$ cat src/rtl/ctinv_pkg.sv
package ctinv_pkg;

  // Branch taken by one iteration; all four are computed every cycle.
  typedef enum logic [1:0] {
    BR_HALVE_U = 2'd0,
    BR_HALVE_V = 2'd1,
    BR_SUB_U   = 2'd2,
    BR_SUB_V   = 2'd3
  } branch_e;

  typedef enum logic {
    ST_IDLE = 1'b0,
    ST_RUN  = 1'b1
  } state_e;

  // Bit positions inside the one-hot comparator result.
  localparam int REL_GT = 0;
  localparam int REL_LT = 1;
  localparam int REL_EQ = 2;

endpackage

$ cat src/rtl/ctinv_cmp.sv
module ctinv_cmp #(
  parameter int W = 16
) (
  input  logic [W-1:0] lhs,
  input  logic [W-1:0] rhs,
  output logic [2:0]   rel
);
  import ctinv_pkg::*;

  always_comb begin
    rel         = '0;
    rel[REL_GT] = (lhs > rhs);
    rel[REL_LT] = (lhs < rhs);
    rel[REL_EQ] = (lhs == rhs);
  end

endmodule

$ cat src/rtl/ctinv_halve.sv
module ctinv_halve #(
  parameter int W = 16
) (
  input  logic [W-1:0] x,
  input  logic [W-1:0] phalf,
  output logic [W-1:0] y
);
  // (x + p) / 2 for odd x equals (x >> 1) + (p >> 1) + 1; both terms are
  // always added, the odd bit masks them, so the path is data independent.
  logic [W-1:0] mask_add;
  logic [W-1:0] carry_in;

  assign mask_add = phalf & {W{x[0]}};
  assign carry_in = {{(W-1){1'b0}}, x[0]};
  assign y        = (x >> 1) + mask_add + carry_in;

endmodule

$ cat src/rtl/ctinv_modsub.sv
module ctinv_modsub #(
  parameter int W = 16
) (
  input  logic [W-1:0] minu,
  input  logic [W-1:0] subt,
  input  logic [W-1:0] pmod,
  output logic [W-1:0] diff
);
  logic [W:0]   raw;
  logic         borrow;
  logic [W-1:0] fix;

  assign raw    = {1'b0, minu} - {1'b0, subt};
  assign borrow = raw[W];
  assign fix    = pmod & {W{borrow}};
  assign diff   = raw[W-1:0] + fix;

endmodule

$ cat src/rtl/ctinv_ctrl.sv
module ctinv_ctrl #(
  parameter int STEPS = 64
) (
  input  logic clk,
  input  logic rst,
  input  logic start,
  output logic load,
  output logic step,
  output logic last
);
  import ctinv_pkg::*;

  localparam int CW = $clog2(STEPS + 1);

  state_e        state_q;
  logic [CW-1:0] cnt_q;
  logic          at_end;

  assign at_end = (cnt_q == CW'(STEPS));
  assign load   = (state_q == ST_IDLE) && start;
  assign step   = (state_q == ST_RUN);
  assign last   = step && at_end;

  always_ff @(posedge clk) begin
    if (rst) begin
      state_q <= ST_IDLE;
      cnt_q   <= '0;
    end else begin
      case (state_q)
        ST_IDLE: begin
          cnt_q <= '0;
          if (start) state_q <= ST_RUN;
        end
        ST_RUN: begin
          if (at_end) begin
            state_q <= ST_IDLE;
            cnt_q   <= '0;
          end else begin
            cnt_q <= cnt_q + 1'b1;
          end
        end
        default: state_q <= ST_IDLE;
      endcase
    end
  end

endmodule

$ cat src/rtl/ctinv_core.sv
module ctinv_core #(
  parameter int W = 16
) (
  input  logic         clk,
  input  logic         rst,
  input  logic         load,
  input  logic         step,
  input  logic [W-1:0] a_in,
  input  logic [W-1:0] p_in,
  output logic         u_one,
  output logic         v_one,
  output logic [W-1:0] coef1,
  output logic [W-1:0] coef2,
  output logic [W-1:0] pmod
);
  import ctinv_pkg::*;

  logic [W-1:0] u_q, v_q, p_q, ph_q;
  logic [W-1:0] x_q  [2];
  logic [W-1:0] x_hv [2];
  logic [W-1:0] x_sb [2];
  logic [W-1:0] x_n  [2];
  logic [W-1:0] u_n, v_n;
  logic [W-1:0] u_half, v_half, u_less_v, v_less_u;
  logic [2:0]   rel;
  logic         sel1, sel2;
  branch_e      br;

  ctinv_cmp #(.W(W)) i_cmp (
    .lhs (u_q),
    .rhs (v_q),
    .rel (rel)
  );

  // Coefficient lanes: lane 0 is x1 (paired with u), lane 1 is x2 (with v).
  for (genvar g = 0; g < 2; g++) begin : g_lane
    ctinv_halve #(.W(W)) i_halve (
      .x     (x_q[g]),
      .phalf (ph_q),
      .y     (x_hv[g])
    );
    ctinv_modsub #(.W(W)) i_sub (
      .minu (x_q[g]),
      .subt (x_q[1-g]),
      .pmod (p_q),
      .diff (x_sb[g])
    );
  end

  assign u_half   = u_q >> 1;
  assign v_half   = v_q >> 1;
  assign u_less_v = u_q - v_q;
  assign v_less_u = v_q - u_q;

  assign sel1 = ~u_q[0];
  assign sel2 = ~v_q[0];

  always_comb begin
    if (sel1)      br = BR_HALVE_U;
    else if (sel2) br = BR_HALVE_V;
    else begin
      case (rel)
        3'b001:  br = BR_SUB_U;
        3'b100:  br = BR_SUB_U;
        default: br = BR_SUB_V;
      endcase
    end
  end

  always_comb begin
    u_n    = u_q;
    v_n    = v_q;
    x_n[0] = x_q[0];
    x_n[1] = x_q[1];
    case (br)
      BR_HALVE_U: begin u_n = u_half;   x_n[0] = x_hv[0]; end
      BR_HALVE_V: begin v_n = v_half;   x_n[1] = x_hv[1]; end
      BR_SUB_U:   begin u_n = u_less_v; x_n[0] = x_sb[0]; end
      default:    begin v_n = v_less_u; x_n[1] = x_sb[1]; end
    endcase
  end

  always_ff @(posedge clk) begin
    if (rst) begin
      u_q    <= '0;
      v_q    <= '0;
      p_q    <= '0;
      ph_q   <= '0;
      x_q[0] <= '0;
      x_q[1] <= '0;
    end else if (load) begin
      u_q    <= a_in;
      v_q    <= p_in;
      p_q    <= p_in;
      ph_q   <= {1'b0, p_in[W-1:1]};
      x_q[0] <= W'(1);
      x_q[1] <= '0;
    end else if (step) begin
      u_q    <= u_n;
      v_q    <= v_n;
      x_q[0] <= x_n[0];
      x_q[1] <= x_n[1];
    end
  end

  assign u_one = (u_q == W'(1));
  assign v_one = (v_q == W'(1));
  assign coef1 = x_q[0];
  assign coef2 = x_q[1];
  assign pmod  = p_q;

endmodule

$ cat src/rtl/modinv_ct.sv
module modinv_ct #(
  parameter int N = 16
) (
  input  logic         clk,
  input  logic         rst,
  input  logic         start_i,
  input  logic [N-1:0] a_i,
  input  logic [N-1:0] p_i,
  output logic [N-1:0] res_o,
  output logic         done_o
);
  localparam int STEPS = 4 * N;

  logic         load_w, step_w, last_w;
  logic         u_one_w, v_one_w;
  logic [N-1:0] x1_w, x2_w, p_w;
  logic         found_q;
  logic [N-1:0] hold_q, cand_w, final_w;
  logic         hit_w;

  ctinv_ctrl #(.STEPS(STEPS)) i_ctrl (
    .clk   (clk),
    .rst   (rst),
    .start (start_i),
    .load  (load_w),
    .step  (step_w),
    .last  (last_w)
  );

  ctinv_core #(.W(N)) i_core (
    .clk   (clk),
    .rst   (rst),
    .load  (load_w),
    .step  (step_w),
    .a_in  (a_i),
    .p_in  (p_i),
    .u_one (u_one_w),
    .v_one (v_one_w),
    .coef1 (x1_w),
    .coef2 (x2_w),
    .pmod  (p_w)
  );

  assign hit_w   = !found_q && (u_one_w || v_one_w);
  assign cand_w  = u_one_w ? x1_w : x2_w;
  assign final_w = found_q ? hold_q : cand_w;

  always_ff @(posedge clk) begin
    if (rst) begin
      found_q <= 1'b0;
      hold_q  <= '0;
      res_o   <= '0;
      done_o  <= 1'b0;
    end else begin
      done_o <= 1'b0;
      if (load_w) begin
        found_q <= 1'b0;
      end else if (step_w) begin
        if (hit_w) begin
          found_q <= 1'b1;
          hold_q  <= cand_w;
        end
        if (last_w) begin
          res_o  <= final_w;
          done_o <= 1'b1;
        end
      end
    end
  end

endmodule

$ cat config.mk
export PLATFORM = sky130hd
export DESIGN_NAME = modinv_ct
export DESIGN_NICKNAME = d
export VERILOG_FILES = /design/src/rtl/ctinv_pkg.sv /design/src/rtl/ctinv_cmp.sv /design/src/rtl/ctinv_halve.sv /design/src/rtl/ctinv_modsub.sv /design/src/rtl/ctinv_ctrl.sv /design/src/rtl/ctinv_core.sv /design/src/rtl/modinv_ct.sv
export SDC_FILE = /design/constraint.sdc
export NUM_CORES = 1
export LEC_CHECK = 0
export BUFFER_PORTS_ARGS = -buffer_cell sky130_fd_sc_hd__buf_2
export CORE_AREA = 4 4 149 151
export DETAILED_ROUTE_END_ITERATION = 8
export DIE_AREA = 0 0 153 155
export GPL_TIMING_DRIVEN = 1
export PLACE_DENSITY = 0.71
export REMOVE_ABC_BUFFERS = 1
export SETUP_SLACK_MARGIN = 0.2
export SKIP_LAST_GASP = 1
export SLEW_MARGIN = 20
export SYNTH_ARGS = -nofsm -noshare
export SYNTH_HDL_FRONTEND = slang
export SYNTH_SLANG_ARGS = --single-unit
$ cat constraint.sdc
create_clock -name clk -period 5 [get_ports clk]
set_input_delay 1.25 -clock clk [delete_from_list [all_inputs] [get_ports clk]]
set_output_delay 1.25 -clock clk [all_outputs]
set_load 0.05 [all_outputs]
Word-level counts from Yosys, hierarchy flattened
Memory sizes are Yosys's and may differ from the RTL's.
Cells that the tools add are included.
- flip-flop bits (word level): 105
- bits in writable memories: 32
- bits of input ports: 35
- memories: 1
- memory list (memory ; depth ; width ; read ports ; clocked after memory_dff ; wr ports ; RTL line ; source):
    i_core.x_q ; 2 ; 16 ; 2 ; 0 ; 2 ; ctinv_core.sv:19 ; logic [W-1:0] x_q [2];
- add/subtract/negate cells: 11
- magnitude comparators: 2
- equality and inequality tests: 9
- multiplexer cells: 32
- bitwise logic cells: 10
- reductions and logical operators: 17
- operator list (cell ; number):
    2-to-1 mux 16 bit ; 10
    case mux 16 bit (2 select lines) ; 4
    subtractor 16 x 16 -> 17 bit ; 2
    adder 15 x 16 -> 16 bit ; 2
    adder 16 x 1 -> 16 bit ; 2
    adder 16 bit ; 2
    bitwise AND 15 x 16 -> 16 bit ; 2
    bitwise AND 16 bit ; 2
    == test 16 x 1 -> 1 bit, second input constant ; 2
    subtractor 16 bit ; 2
    == test 16 bit ; 1
    > comparator 16 bit ; 1
    less-than comparator 16 bit ; 1
    case mux 7 bit (2 select lines) ; 1
    2-to-1 mux 1 bit ; 13
    adder 7 x 1 -> 7 bit, second input constant ; 1
    == test 7 bit, second input constant ; 1
    2-to-1 mux 7 bit ; 1
    AND reduction 2 bit ; 3
    AND reduction 3 bit ; 2
    OR reduction 2 bit ; 3
    2-to-1 mux 2 bit ; 2
    OR 1 bit ; 4
    == test 3 x 1 -> 1 bit, second input constant ; 1
    other kinds (13) ; 16

Depth between registers and ports, before layout
- word-level depth: 11
- depth in mapped cells: 26
- gate-level depth less buffers: 25

Cells and area by module
From an unflattened synthesis, not the netlist that was laid out.
- cells, all modules: 1571
- area total of the unflattened synthesis: 12534.5 um2
- modules (own cells, without submodules) (module ; times used ; cells each ; area an instance (um2) ; seq. area each (um2)):
    ctinv_core ; 1 ; 646 ; 5395.2 ; 1921.8
    ctinv_modsub (i_core.g_lane[1].i_sub) ; 1 ; 240 ; 1672.9 ; 0.0
    ctinv_halve ; 2 ; 112 ; 803.3 ; 0.0
    ctinv_modsub (i_core.g_lane[0].i_sub) ; 1 ; 209 ; 1551.5 ; 0.0
    modinv_ct ; 1 ; 154 ; 1534.0 ; 680.7
    ctinv_cmp ; 1 ; 58 ; 412.9 ; 0.0
    ctinv_ctrl ; 1 ; 40 ; 361.6 ; 160.2

Worst setup path before layout
OpenSTA, ideal clock, no wires.
- path type: flip-flop to flip-flop
- start: mem i_core.x_q[0][0]
- end: mem i_core.x_q[0][15], data pin
- library setup time: 0.167 ns
- data arrival time: 4.961 ns
- required time: 4.833 ns
- slack: -0.128 ns
- stages on the path, launching flop included: 25
- clock period less this slack: 5.128 ns
- cells stage by stage: edfxtp_1 -> inv_1 -> ha_1 -> inv_1 -> fa_1 -> a21oi_1 -> a2bb2oi_1 -> a211oi_2 -> a31oi_1 -> o21ai_2 -> a21oi_1 -> nor2_1 -> nor2_1 -> clkbuf_1 -> and2_1 -> ha_1 -> a211oi_2 -> o21bai_1 -> o311a_1 -> nor4_4 -> o2bb2ai_2 -> o21ai_2 -> a31oi_1 -> xnor3_1 -> a211oi_1
- RTL lines (element ; RTL line):
    start, declared ; ctinv_core.sv:19

==> flow_metrics.tcl <==
set metrics [dict create \
    status "finished, final reports clean" \
    clock_latency_ns 0.43 \
    required_ns 5.26 \
    clkPwrFrac_pct 20.9 \
    fmax_ghz 0.202 \
    setup_tns_ns 0 \
    setup_violations 0 \
    min_period_ns 4.94 \
    p_sw_share_pct 42.0 \
    final_util_pct 63.9 \
    internal_power_mw 3.35 \
    overflow 0 \
    period_share_pct 98.9 \
    slew_headroom_pct 37.0 \
    pin_count 52 \
    drtIter0Drc 751 \
    clock-root-buffer "clkbuf_16" \
    avgSynthCellArea_um2 7.68 \
    grt_max_degree 60 \
    gp_congestion 0.939 \
    dieArea_mm2 0.0237 \
    ant_nets 0 \
    netlist_area_mm2 0.0113 \
    rsz0062_at_grt "true" \
    power.density_mw_per_mm2 435 \
    worstPathArrival_ns 5.21 \
    synth.yosys.seq_area_share_pct 24.5 \
    dp_hpwl_um 24000 \
    max-clock-path-buffers 2 \
    clock-skew-final_ns 0.0124 \
    final_hold_viol_count 0 \
    end_kind "register" \
    final_common_cell "nor2_1" \
    slowest_stage "edfxtp_1" \
    cp_max_fo 2 \
    grt_pass1_vias 10728 \
    start_util_pct 54.0 \
    cts_made_buffers 17 \
    most-common-layout-cells "nor2_1, nand2_1, a21oi_1" \
    synthFlopType "dfxtp_1" \
    start_kind "register" \
    fin_cells 1867 \
    hold_path_class "reg -> reg" \
    wl_per_cell_um 17.7 \
    vdd_drop_max_mv 0.288 \
    port_buffers 51 \
    netlist_instances 1466 \
    insertedDiodeCount 0 \
    final_layout_size_suffix_gt1_share_pct 16.8 \
    die_w_um 153 \
    yosysWarnings 0 \
    rows 53 \
    ys_async_sr_fraction_pct 0 \
    synth_cell_types 72 \
    grt_pass1_wl_um 52800 \
    critical_path_class "reg -> reg" \
    report.final.slew_viol_count 0 \
    track_usage_pct 27.0 \
    worst_pin_slew_ns 0.942 \
    antenna_found_initial 0 \
    leakagePower_nw 5.81 \
    wl_um 33000 \
    critical_path.most_common_cell "buf_4" \
    area_delta_synth_final_pct 18.2 \
    seq_power_share_pct 21.2 \
    cpPeakStageDelay_ns 0.45 \
    drc 0 \
    synth_seq_cells 122 \
    drtPass1Iterations 5 \
    vias_per_cell 5.80 \
    dp.cells 1793 \
    clk_pin_slew_ns 0.06 \
    fp.coreArea_mm2 0.0208 \
    pwr-share-comb_pct 57.9 \
    cap_violations 0 \
    finalNetCount 1748 \
    chipHeight_um 155 \
    power_mw 5.78 \
    ctsHtreeMaxLevel 4 \
    clkSinkCount 122 \
    cts_tree "built" \
    synth_edf_count 32 \
    vias 10834 \
    hold_buffers 0 \
    switchingPower_mw 2.43 \
]
-- timing repair --
| action | CTS | global route |
|---|---|---|
| gates cloned | 0 | 0 |
| resized for setup | 30 | 48 |
| pin swaps | 33 | 53 |
| buffers inserted | 29 | 13 |
| endpoints found under the setup margin | 13 | 14 |
-- metal layers --
layer	GRT usage [%]	routed length (um)	up-vias
met3	3.87	1660	75
li1	-	-	5368
met1	33.0	14100	5065
met5	0	0	-
met2	47.5	16000	326
met4	12.0	1300	0
-- through the flow --
step	setup slack [ns]	area [um^2]	hold WS [ns]
floorplan	-0.223	11000	0.430
global placement	-0.193	12100	0.434
detailed placement	-0.293	12100	0.443
CTS	0.163	13000	0.451
global route	-0.0870	13300	0.476
finish	0.0561	13300	0.446
-- registers in the layout, indices dropped and copies added, names as in the netlist --
name,cells
i_core.x_q,32
i_core.u_q,16
i_ctrl.cnt_q,7
hold_q,16
res_o,16
found_q,1
i_core.v_q,16
i_ctrl.step,1
done_o,1
i_core.pmod,16
-- Yosys cell counts (36+ instances only) --
master / instances / area share (%)
a211oi_1: 36 / 2.4
a21o_1: 41 / 2.7
a21oi_1: 151 / 6.7
and2_1: 61 / 3.4
clkbuf_1: 45 / 1.5
dfxtp_1: 90 / 16
ha_1: 124 / 14
inv_1: 93 / 3.1
nand2_1: 149 / 5.0
nor2_1: 154 / 5.1
o21ai_0: 81 / 3.6
xnor2_1: 66 / 5.1
-- worst max-delay path, delay by kind of cell, from the launching register on --
| family | cells | cell delay, ns |
|---|---|---|
| compound gates | 8 | 1.37 |
| xor+xnor | 1 | 0.39 |
| fa+ha+maj | 2 | 0.41 |
| buf+inv | 18 | 2.15 |
| flops | 1 | 0.45 |
-- kinds of logic (layout without fill, tap and decap cells) --
kind of cell / count (synthesis) / count (layout) / share of synthesized area (%)
and+or+nand+nor: 511 / 511 / 21.4
AOI/OAI and AO/OA: 430 / 430 / 24.2
buffers and inverters: 162 / 288 / 5.67
adders and majority gates: 134 / 134 / 15.6
DFF: 122 / 122 / 24.5
xor gates and xnor gates: 98 / 98 / 7.75
muxes: 9 / 9 / 0.801
-- final timing paths --
check | endpoint | slack, ns | from | cells past startpoint
hold / removal | res_o[4] | 0.45 | res_o[4] | 2
setup / recovery | i_core.x_q[0][15] | 0.06 | i_core.x_q[0][16] | 29
setup reg to reg | i_core.x_q[0][15] | 0.06 | i_core.x_q[0][16] | 29
hold reg to reg | res_o[4] | 0.45 | res_o[4] | 2
-- layout make-up --
type	instances	area, um^2
clock buffer	19	443
clock inverter	13	118
fill	1799	7520
inverter	93	352
multi-input combinational	1182	8160
sequential	122	2760
tap	275	344
timing repair buffer	163	1130
-- power by group through the flow --
stage / registers, mW / logic [mW] / clock network, mW
floorplan: 1.21 / 2.09 / 0
global placement: 1.24 / 2.76 / 0
detailed placement: 1.24 / 2.81 / 0
CTS: 1.22 / 3.04 / 1.22
global route: 1.23 / 3.66 / 1.26
finish: 1.22 / 3.35 / 1.21
(Power assumes the default switching activity.)
